[config.mk]
export PLATFORM = sky130hd
export DESIGN_NAME = bmw_regwin
export DESIGN_NICKNAME = d
export VERILOG_FILES = /design/src/rtl/bmw_pkg.sv /design/src/rtl/bmw_access_dec.sv /design/src/rtl/bmw_chan.sv /design/src/rtl/bmw_regwin.sv
export SDC_FILE = /design/constraint.sdc
export NUM_CORES = 1
export LEC_CHECK = 0
export ABC_AREA = 0
export BUFFER_PORTS_ARGS = -buffer_cell sky130_fd_sc_hd__clkbuf_2
export CORE_MARGIN = 4
export CORE_UTILIZATION = 55
export CTS_BUF_LIST = sky130_fd_sc_hd__clkbuf_8 sky130_fd_sc_hd__clkbuf_16
export DETAILED_ROUTE_END_ITERATION = 16
export PLACE_DENSITY = 0.83
export SYNTH_ARGS = -nofsm -noshare
export SYNTH_HDL_FRONTEND = slang
export SYNTH_SLANG_ARGS = --single-unit
[constraint.sdc]
create_clock -name clk -period 3.9 [get_ports clk]
set_input_delay 0.39 -clock clk [delete_from_list [all_inputs] [get_ports clk]]
set_output_delay 0.39 -clock clk [all_outputs]
set_load 0.01 [all_outputs]
[src/rtl/bmw_pkg.sv]
package bmw_pkg;
   localparam int unsigned CH_BYTES = 8;
   localparam int unsigned NUM_CH   = 2;
   localparam int unsigned OFF_CMD  = 0;
   localparam int unsigned OFF_STAT = 2;
   localparam int unsigned OFF_TBL  = 4;
   localparam int unsigned TBL_W    = 32;
   localparam int unsigned TBL_B    = TBL_W / 8;

   localparam int unsigned CMD_GO  = 0;
   localparam int unsigned CMD_DIR = 3;
   localparam int unsigned ST_ACT  = 0;
   localparam int unsigned ST_ERR  = 1;
   localparam int unsigned ST_IRQ  = 2;
   localparam int unsigned ST_CAP0 = 5;
   localparam int unsigned ST_CAP1 = 6;

   typedef logic [7:0] byte_t;
   typedef byte_t [CH_BYTES-1:0] chan_bytes_t;
endpackage

[src/rtl/bmw_access_dec.sv]
module bmw_access_dec
   import bmw_pkg::*;
#(
   parameter int unsigned DATA_W = 32
) (
   input  logic [2:0]          off,
   input  logic [1:0]          size,
   input  logic [DATA_W-1:0]   wdata,
   input  chan_bytes_t         rbytes,
   output logic [CH_BYTES-1:0] hit,
   output chan_bytes_t         wbytes,
   output logic [DATA_W-1:0]   rdata,
   output logic                bad
);
   localparam int unsigned LANES = DATA_W / 8;

   logic [3:0] nbytes;
   logic [3:0] end_pos;
   logic [3:0] off4;

   always_comb begin
      off4    = {1'b0, off};
      nbytes  = 4'd1 << size;
      end_pos = off4 + nbytes;
      bad = (size == 2'd3)
         || (nbytes > 4'(LANES))
         || (end_pos > 4'(CH_BYTES))
         || ((off4 <= 4'(OFF_STAT)) && (end_pos > 4'(OFF_STAT)) && (nbytes != 4'd1));
      hit    = '0;
      wbytes = '0;
      rdata  = '0;
      for (int j = 0; j < int'(LANES); j++) begin
         if ((4'(j) < nbytes) && ((off4 + 4'(j)) < 4'(CH_BYTES))) begin
            hit[off + 3'(j)]    = 1'b1;
            wbytes[off + 3'(j)] = wdata[j*8 +: 8];
            rdata[j*8 +: 8]     = rbytes[off + 3'(j)];
         end
      end
   end
endmodule

[src/rtl/bmw_chan.sv]
module bmw_chan
   import bmw_pkg::*;
#(
   parameter int unsigned ALIGN_BITS = 2
) (
   input  logic                clk,
   input  logic                rst_n,
   input  logic                wr,
   input  logic [CH_BYTES-1:0] hit,
   input  chan_bytes_t         wbytes,
   input  logic                done,
   input  logic                err,
   output chan_bytes_t         rbytes,
   output logic                go,
   output logic                dir,
   output logic [TBL_W-1:0]    tbl,
   output logic [7:0]          stat
);
   localparam logic [TBL_W-1:0] KEEP_MASK = ~((TBL_W'(1) << ALIGN_BITS) - TBL_W'(1));

   logic             st_act, st_err, st_irq;
   logic [1:0]       st_cap;
   logic [TBL_W-1:0] tbl_d;

   always_comb begin
      tbl_d = tbl;
      for (int t = 0; t < int'(TBL_B); t++) begin
         if (wr && hit[OFF_TBL + t]) tbl_d[t*8 +: 8] = wbytes[OFF_TBL + t];
      end
      tbl_d = tbl_d & KEEP_MASK;
   end

   always_ff @(posedge clk) begin
      if (!rst_n) begin
         go     <= 1'b0;
         dir    <= 1'b0;
         st_act <= 1'b0;
         st_err <= 1'b0;
         st_irq <= 1'b0;
         st_cap <= 2'b00;
         tbl    <= '0;
      end else begin
         tbl <= tbl_d;
         if (wr && hit[OFF_CMD]) begin
            go  <= wbytes[OFF_CMD][CMD_GO];
            dir <= wbytes[OFF_CMD][CMD_DIR];
            if (wbytes[OFF_CMD][CMD_GO] && !go) st_act <= 1'b1;
         end
         if (wr && hit[OFF_STAT]) begin
            st_cap <= wbytes[OFF_STAT][ST_CAP1:ST_CAP0];
            if (wbytes[OFF_STAT][ST_ERR]) st_err <= 1'b0;
            if (wbytes[OFF_STAT][ST_IRQ]) st_irq <= 1'b0;
         end
         if (err) st_err <= 1'b1;
         if (done) begin
            st_act <= 1'b0;
            st_irq <= 1'b1;
         end
      end
   end

   always_comb begin
      stat = '0;
      stat[ST_ACT]          = st_act;
      stat[ST_ERR]          = st_err;
      stat[ST_IRQ]          = st_irq;
      stat[ST_CAP1:ST_CAP0] = st_cap;
      rbytes = '0;
      rbytes[OFF_CMD][CMD_GO]  = go;
      rbytes[OFF_CMD][CMD_DIR] = dir;
      rbytes[OFF_STAT]         = stat;
      for (int t = 0; t < int'(TBL_B); t++) rbytes[OFF_TBL + t] = tbl[t*8 +: 8];
   end
endmodule

[src/rtl/bmw_regwin.sv]
module bmw_regwin
   import bmw_pkg::*;
#(
   parameter int unsigned DATA_W     = 32,
   parameter int unsigned ALIGN_BITS = 2
) (
   input  logic                 clk,
   input  logic                 rst_n,
   input  logic [3:0]           io_addr,
   input  logic [1:0]           io_size,
   input  logic                 io_wr,
   input  logic                 io_rd,
   input  logic [DATA_W-1:0]    io_wdata,
   output logic                 rsp_valid,
   output logic                 rsp_err,
   output logic [DATA_W-1:0]    rsp_data,
   input  logic [1:0]           eng_done,
   input  logic [1:0]           eng_err,
   output logic [1:0]           dma_start,
   output logic [1:0]           dma_dir,
   output logic [2*TBL_W-1:0]   dma_tbl,
   output logic [15:0]          dma_stat
);
   if ((DATA_W % 8 != 0) || (DATA_W < 8) || (DATA_W > 32)) begin : g_bad_dw
      $error("DATA_W must be 8, 16 or 32");
   end
   if (ALIGN_BITS > 8) begin : g_bad_al
      $error("ALIGN_BITS must not exceed 8");
   end

   logic [CH_BYTES-1:0] hit;
   chan_bytes_t         wbytes;
   chan_bytes_t         rb_ch [NUM_CH];
   chan_bytes_t         rb_sel;
   logic [DATA_W-1:0]   rdata;
   logic                bad;

   assign rb_sel = rb_ch[io_addr[3]];

   bmw_access_dec #(.DATA_W(DATA_W)) u_dec (
      .off    (io_addr[2:0]),
      .size   (io_size),
      .wdata  (io_wdata),
      .rbytes (rb_sel),
      .hit    (hit),
      .wbytes (wbytes),
      .rdata  (rdata),
      .bad    (bad)
   );

   for (genvar c = 0; c < int'(NUM_CH); c++) begin : g_ch
      logic ch_wr;
      assign ch_wr = io_wr && !bad && (io_addr[3] == 1'(c));
      bmw_chan #(.ALIGN_BITS(ALIGN_BITS)) u_chan (
         .clk    (clk),
         .rst_n  (rst_n),
         .wr     (ch_wr),
         .hit    (hit),
         .wbytes (wbytes),
         .done   (eng_done[c]),
         .err    (eng_err[c]),
         .rbytes (rb_ch[c]),
         .go     (dma_start[c]),
         .dir    (dma_dir[c]),
         .tbl    (dma_tbl[c*TBL_W +: TBL_W]),
         .stat   (dma_stat[c*8 +: 8])
      );
   end

   always_ff @(posedge clk) begin
      if (!rst_n) begin
         rsp_valid <= 1'b0;
         rsp_err   <= 1'b0;
         rsp_data  <= '0;
      end else begin
         rsp_valid <= io_rd || io_wr;
         rsp_err   <= (io_rd || io_wr) && bad;
         rsp_data  <= (io_rd && !bad) ? rdata : '0;
      end
   end
endmodule

# Word-level counts from Yosys, hierarchy flattened
# Index checks and enable logic that the tools add are counted.
# Widths: inputs -> output; s select.
# totals
regBits	112
wordCells	170
inputBits	46
output_inout_bits	118
# classes
n_eq_ne	2
n_mux	48
order_cmp	21
n_shift	1
n_bitwise	7
n_reduce_logical	56
add_sub_neg	7
# op_table
cell	n
$mux 64	7
$bwmux 64	3
$bmux 8 s3	4
$demux 8 s3	4
$mux 8	12
$and 64x64->64	1
$logic_and 1x1->1	29
$or 8x8->8	3
$lt 3x4->1 const B	5
$reduce_bool 2->1	8
$mux 1	14
$demux 1 s3	4
$ge 3x1->1 const B	4
$lt 4x4->1 const B	3
$reduce_and 2->1	6
$reduce_and 3->1	4
$add 3x2->4 const B	2
$lt 1x4->1 const A	2
$lt 2x4->1 const A	2
$add 3x2->3 const B	2
$add 3x1->4 const B	1
$add 3x4->4	1
$gt 4x2->1 const B	1
$gt 4x3->1 const B	1
12 further kinds	19

# Logic depth before layout (Yosys ltp)
# depth
word_depth	15
depth_mapped	11
mapped_depth_nobuf	9

# Hierarchy
# A second synthesis with hierarchy kept.
# unflattened
hier_cells	1165
area_unflattened_um2	10500.1
# modules_own_cells
mod	seq_area_each_um2	n_inst	area_each_um2	cells_each
bmw_chan	740.7	2	2135.8	235
bmw_access_dec	0.0	1	4230.3	545
bmw_regwin	680.7	1	1998.2	150

# Least setup slack after synthesis
# Ideal clock, no wire load.
# synth_timing
path_type	input to register
from	input port io_addr[1]
to	register g_ch[0].u_chan.st_cap[0]
path_buffers	2
slack_ns	1.057
cell_stages	8
t_arrival_ns	2.720
setup_ns	0.123
t_required_ns	3.777
cell_sequence	clkbuf_1 buf_1 xnor2_1 ha_1 or3_1 o211a_1 or4b_4 mux2_1
# synth_between
elab_chain_cells	12
elab_cells_between_ends	69
cone_classes	7 x add/sub; 15 x order compare; 27 x mux; 4 x bitwise; 16 x reduce/logical
# synth_rtl
element	line	rtl
start, declared	bmw_regwin.sv:9	input logic [3:0] io_addr,
$add 3x1->3, or another cell as far along	bmw_access_dec.sv:34, bmw_access_dec.sv:35	
$lt 3x4->1 (not written as such), or another cell as far along	bmw_access_dec.sv:34, bmw_access_dec.sv:35	
$logic_and 1x1->1 (not written as such), or another cell as far along	bmw_access_dec.sv:34, bmw_access_dec.sv:35	
$mux 1 (not written as such), or another cell as far along	bmw_access_dec.sv:34	hit[off + 3'(j)] = 1'b1;
$demux 1 s3, or another cell as far along	-	
$or 8x8->8 (no source line) or $mux 64 (tied branches)	-	
$mux 8 or $bwmux 64 (tied branches)	bmw_access_dec.sv:33, bmw_access_dec.sv:35	
$or 8x8->8 (no source line) or $mux 64 (tied branches)	-	
$mux 8 or $bwmux 64 (tied branches)	bmw_access_dec.sv:33, bmw_access_dec.sv:35	
$or 8x8->8 (no source line) or $mux 64 (tied branches)	-	
$mux 8 or $bwmux 64 (tied branches)	bmw_access_dec.sv:33, bmw_access_dec.sv:35	
$logic_and 1x1->1 or $mux 64 (tied branches)	bmw_chan.sv:49, bmw_access_dec.sv:33	
end signal, assigned	bmw_chan.sv:50	st_cap <= wbytes[OFF_STAT][ST_CAP1:ST_CAP0];
end, declared	bmw_chan.sv:22	logic [1:0] st_cap;
# Several ways; a longest one is shown, not always the timed one.
# A chain may end at the register's enable or synchronous reset.

# Final worst setup path
# layout_timing
from	input port io_size[1]
to	register rsp_data[8]
# layout_between
elab_chain_cells	9
elab_cells_between_ends	17
cone_classes	1 x add/sub; 4 x order compare; 2 x eq/ne; 1 x shift; 9 x reduce/logical
# layout_rtl
element	line	rtl
start, declared	bmw_regwin.sv:10	input logic [1:0] io_size,
$shl 1x2->4	bmw_access_dec.sv:23	nbytes = 4'd1 << size;
$add 3x4->4	bmw_access_dec.sv:24	end_pos = off4 + nbytes;
$gt 4x2->1	bmw_access_dec.sv:28	|| ((off4 <= 4'(OFF_STAT)) && (end_pos > 4'(OFF_STAT)) && (nbytes != 4'd1));
$logic_and 1x1->1 (2 in series)	bmw_access_dec.sv:28	
$logic_or 1x1->1	bmw_access_dec.sv:28	
$logic_not 1->1	bmw_regwin.sv:78	rsp_data <= (io_rd && !bad) ? rdata : '0;
$logic_and 1x1->1	bmw_regwin.sv:78	
$reduce_and 3->1 (no source line) (*)	-	
end signal, assigned	bmw_regwin.sv:78	
end, declared	bmw_regwin.sv:16	output logic [DATA_W-1:0] rsp_data,
# Mark *: on every way between the ends. The rest lies on a longest branch, timed or not.

==> impl_metrics.env <==
export IMPL_status="complete, no violations"
export IMPL_gp_congestion=1.00
export IMPL_cts_root_buf="clkbuf_16"
export IMPL_critPathMaxStageDelay_ps=990
export IMPL_worstMarginPinSlew_ps=1230
export IMPL_drive_gt1_share_pct=26.8
export IMPL_initial_core_util_pct=56.4
export IMPL_yosysMostFrequentCell="nand2_1"
export IMPL_crit_path_top_delay_cell="o211ai_1"
export IMPL_worst_path_max_fanout=13
export IMPL_synth_fa_ha_area_share_pct=1.94
export IMPL_setup_viol_count_final=0
export IMPL_grt_ovfl_total=0
export IMPL_path_class="in -> reg"
export IMPL_yosys_warnings=0
export IMPL_clk_path_buf_depth=2
export IMPL_via_per_inst=6.51
export IMPL_grt_max_degree=64
export IMPL_first_iter_violations=1098
export IMPL_finalHoldViolations=0
export IMPL_pin_count=164
export IMPL_synthCells=812
export IMPL_synth_top_family_by_area="multiplexers"
export IMPL_synth_edf_count=0
export IMPL_relSlewSlack_pct=17.6
export IMPL_wl_per_cell_um=21.0
export IMPL_synth_xor_area_share_pct=1.09
export IMPL_yosys_area_share_simple_pct=21.8
export IMPL_synthMuxAreaShare_pct=21.8
export IMPL_dieArea_mm2=0.0148
export IMPL_drcViolationCount=0
export IMPL_utilization_pct=64.7
export IMPL_htree_num_levels=3
export IMPL_synthToLayoutAreaGrowth_pct=14.8
export IMPL_ys_ff_latch=108
export IMPL_detail_route_antenna_nets=0
export IMPL_fin_crit_ps=3270
export IMPL_critPathRequiredTime_ps=4140
export IMPL_cts_hold_buf=0
export IMPL_min_to="g_ch[0].u_chan.st_act"
export IMPL_num_vias=7172
export IMPL_clk_latency_ps=340
export IMPL_slew_violations=0
export IMPL_avgSynthCellArea_um2=8.76
export IMPL_finalNetCount=983
export IMPL_synth_area_mm2=0.00711
export IMPL_crit_arrival_ps=3520
export IMPL_crit_family="compound AO/OA/AOI/OAI gates"
export IMPL_antenna_found_initial=0
export IMPL_synth_top_area_share_pct=30.4
export IMPL_ir_drop_v=0.000240
export IMPL_crit_buf_inv=2
export IMPL_hpwl_um=17200
export IMPL_fmax_ghz=0.305
export IMPL_synth_distinct_cells=71
export IMPL_port_buffers=153
export IMPL_firstDrtPassIters=6
export IMPL_r2r_end="rsp_data[19]"
export IMPL_holdCritPathClass="in -> reg"
export IMPL_fillCellCount=1076
export IMPL_crit_path_end_kind="register"
export IMPL_synth_async_reset_ratio_pct=0
export IMPL_crit_path_start_kind="primary input"
export IMPL_fp_row_count=41
export IMPL_cpMostUsedCell="o211ai_1"
export IMPL_routed_wl_um=23100
export IMPL_r2r_start="g_ch[1].u_chan.tbl[11]"
export IMPL_dieWidth_um=122
export IMPL_finClkSkew_ps=9.53
export IMPL_synthTopCellsByArea="dfxtp_1, mux2i_1, mux4_2, nand2_1, a21oi_1"
export IMPL_coreArea_mm2=0.0126
export IMPL_synth_compound_area_share_pct=15.8
export IMPL_grtUsageTotal_pct=30.6
export IMPL_grt_pass1_wl_um=35500
export IMPL_rsz0062_at_grt="false"
export IMPL_post_cts_resized=0
export IMPL_r2r_slack_ps=2420
export IMPL_cts_tree="built"
export IMPL_p_per_area_mw_per_mm2=308
export IMPL_crit_chain="clkbuf_2, or2_4, inv_4, ha_1, o211ai_1, nand2_1, o211ai_1, nand4_1, a211oi_1"
export IMPL_clock_sinks=108
export IMPL_dieHeight_um=122
export IMPL_diodes=0
export IMPL_synthTopCellsByCount="nand2_1, dfxtp_1, mux2i_1, a21oi_1, o21ai_0"
export IMPL_post_cts_buffers=0
export IMPL_power_total_mw=2.52
export IMPL_synth_flop_cell="dfxtp_1"
export IMPL_hold_path_depth=2
export IMPL_setup_tns_ps=0
export IMPL_cp_depth=9
export IMPL_yosysTopAreaCell="dfxtp_1"
export IMPL_cellLeakagePower_nw=3.54
export IMPL_post_route_period_util_pct=84.0
export IMPL_grt_pass1_vias=6436
export IMPL_hp_start="eng_done[0]"
export IMPL_yosysSeqAreaShare_pct=30.4
export IMPL_numCtsBuffers=9
export IMPL_drv_cap=0
export IMPL_clk_pin_slew_ps=70
export IMPL_reg2regPathDepth=5
==> report_power, final <==
| part | switching (mW) | internal (mW) |
|---|---|---|
| clock network | 0.399 | 0.510 |
| registers | 0.00918 | 1.11 |
| logic | 0.322 | 0.163 |
==> cells in the final DEF, fill, tap and decap left out, types with 7 or more instances in the layout <==
master,synthesis,routed
a31oi_1,17,17
inv_1,17,19
nor3_1,25,25
nor2_1,24,24
and2_1,13,13
buf_4,24,22
nand2_1,129,129
nand3_1,30,30
nand4_1,13,13
clkbuf_16,0,9
mux4_2,30,30
o21ai_0,37,37
a221o_1,15,15
ha_1,11,11
and3_1,7,7
a22o_1,9,9
nand4b_1,7,7
nor2b_1,8,8
conb_1,1,10
mux2_2,9,9
mux2i_1,73,73
dfxtp_1,108,108
clkbuf_2,0,151
a21oi_1,61,61
==> metal layers <==
layer  wire, µm  GRT usage, %
met2      10400          47.4
met5          0             0
met1       8880          41.1
met4       1110          13.9
met3       2760          6.78
==> per-stage QoR <==
stage,hold slack [ps],area (µm²),cells,setup slack (ps)
finish,304,8160,1102,625
global route,300,8160,1102,491
CTS,284,8160,1102,767
detailed placement,477,7870,1087,403
global placement,465,7870,1087,622
floorplan,480,7150,821,1060
==> worst reg2reg max path: stages, from the launching register on <==
cell,delay [ps]
dfxtp_1,360
mux4_2,520
nand2_1,90
o31ai_1,70
a21oi_1,240
nor3_1,70
==> final cells by class <==
cell class,count,area (µm²),share of cell area [%]
Multi-Input combinational cell,611,4480,54.9
Sequential cell,108,2160,26.5
Timing Repair Buffer,175,931,11.4
Clock buffer,10,239,2.93
Tap cell,172,215,2.64
Inverter,21,81.3,0.996
Clock inverter,5,53.8,0.659
==> cell families (layout without fill, tap and decap cells) <==
group | Yosys count | count (layout)
fa+ha+maj | 11 | 11
xor+xnor | 5 | 5
compound gates | 175 | 175
flops | 108 | 108
other cells | 1 | 10
simple gates | 294 | 294
buf+inv | 102 | 211
mux | 116 | 116
==> flip-flops by register name, indices dropped and copies added (netlist names) <==
register,cells
g_ch.u_chan.tbl,60
rsp_data,32
g_ch.u_chan.st_cap,4
g_ch.u_chan.dir,2
g_ch.u_chan.go,2
g_ch.u_chan.st_act,2
g_ch.u_chan.st_err,2
g_ch.u_chan.st_irq,2
rsp_err,1
rsp_valid,1
==> how the worst max path moves through the flow <==
stage,from,endpoint,slack [ps]
3_5_place_dp,io_size[1],rsp_data[8],400
3_3_place_gp,io_size[1],rsp_data[8],620
4_1_cts,io_size[1],rsp_data[8],770
2_1_floorplan,io_addr[1],g_ch[0].u_chan.st_cap[0],1060
5_1_grt,io_size[0],rsp_data[15],490
6_report,io_size[1],rsp_data[8],630
Power figures use the tool's default switching activity.
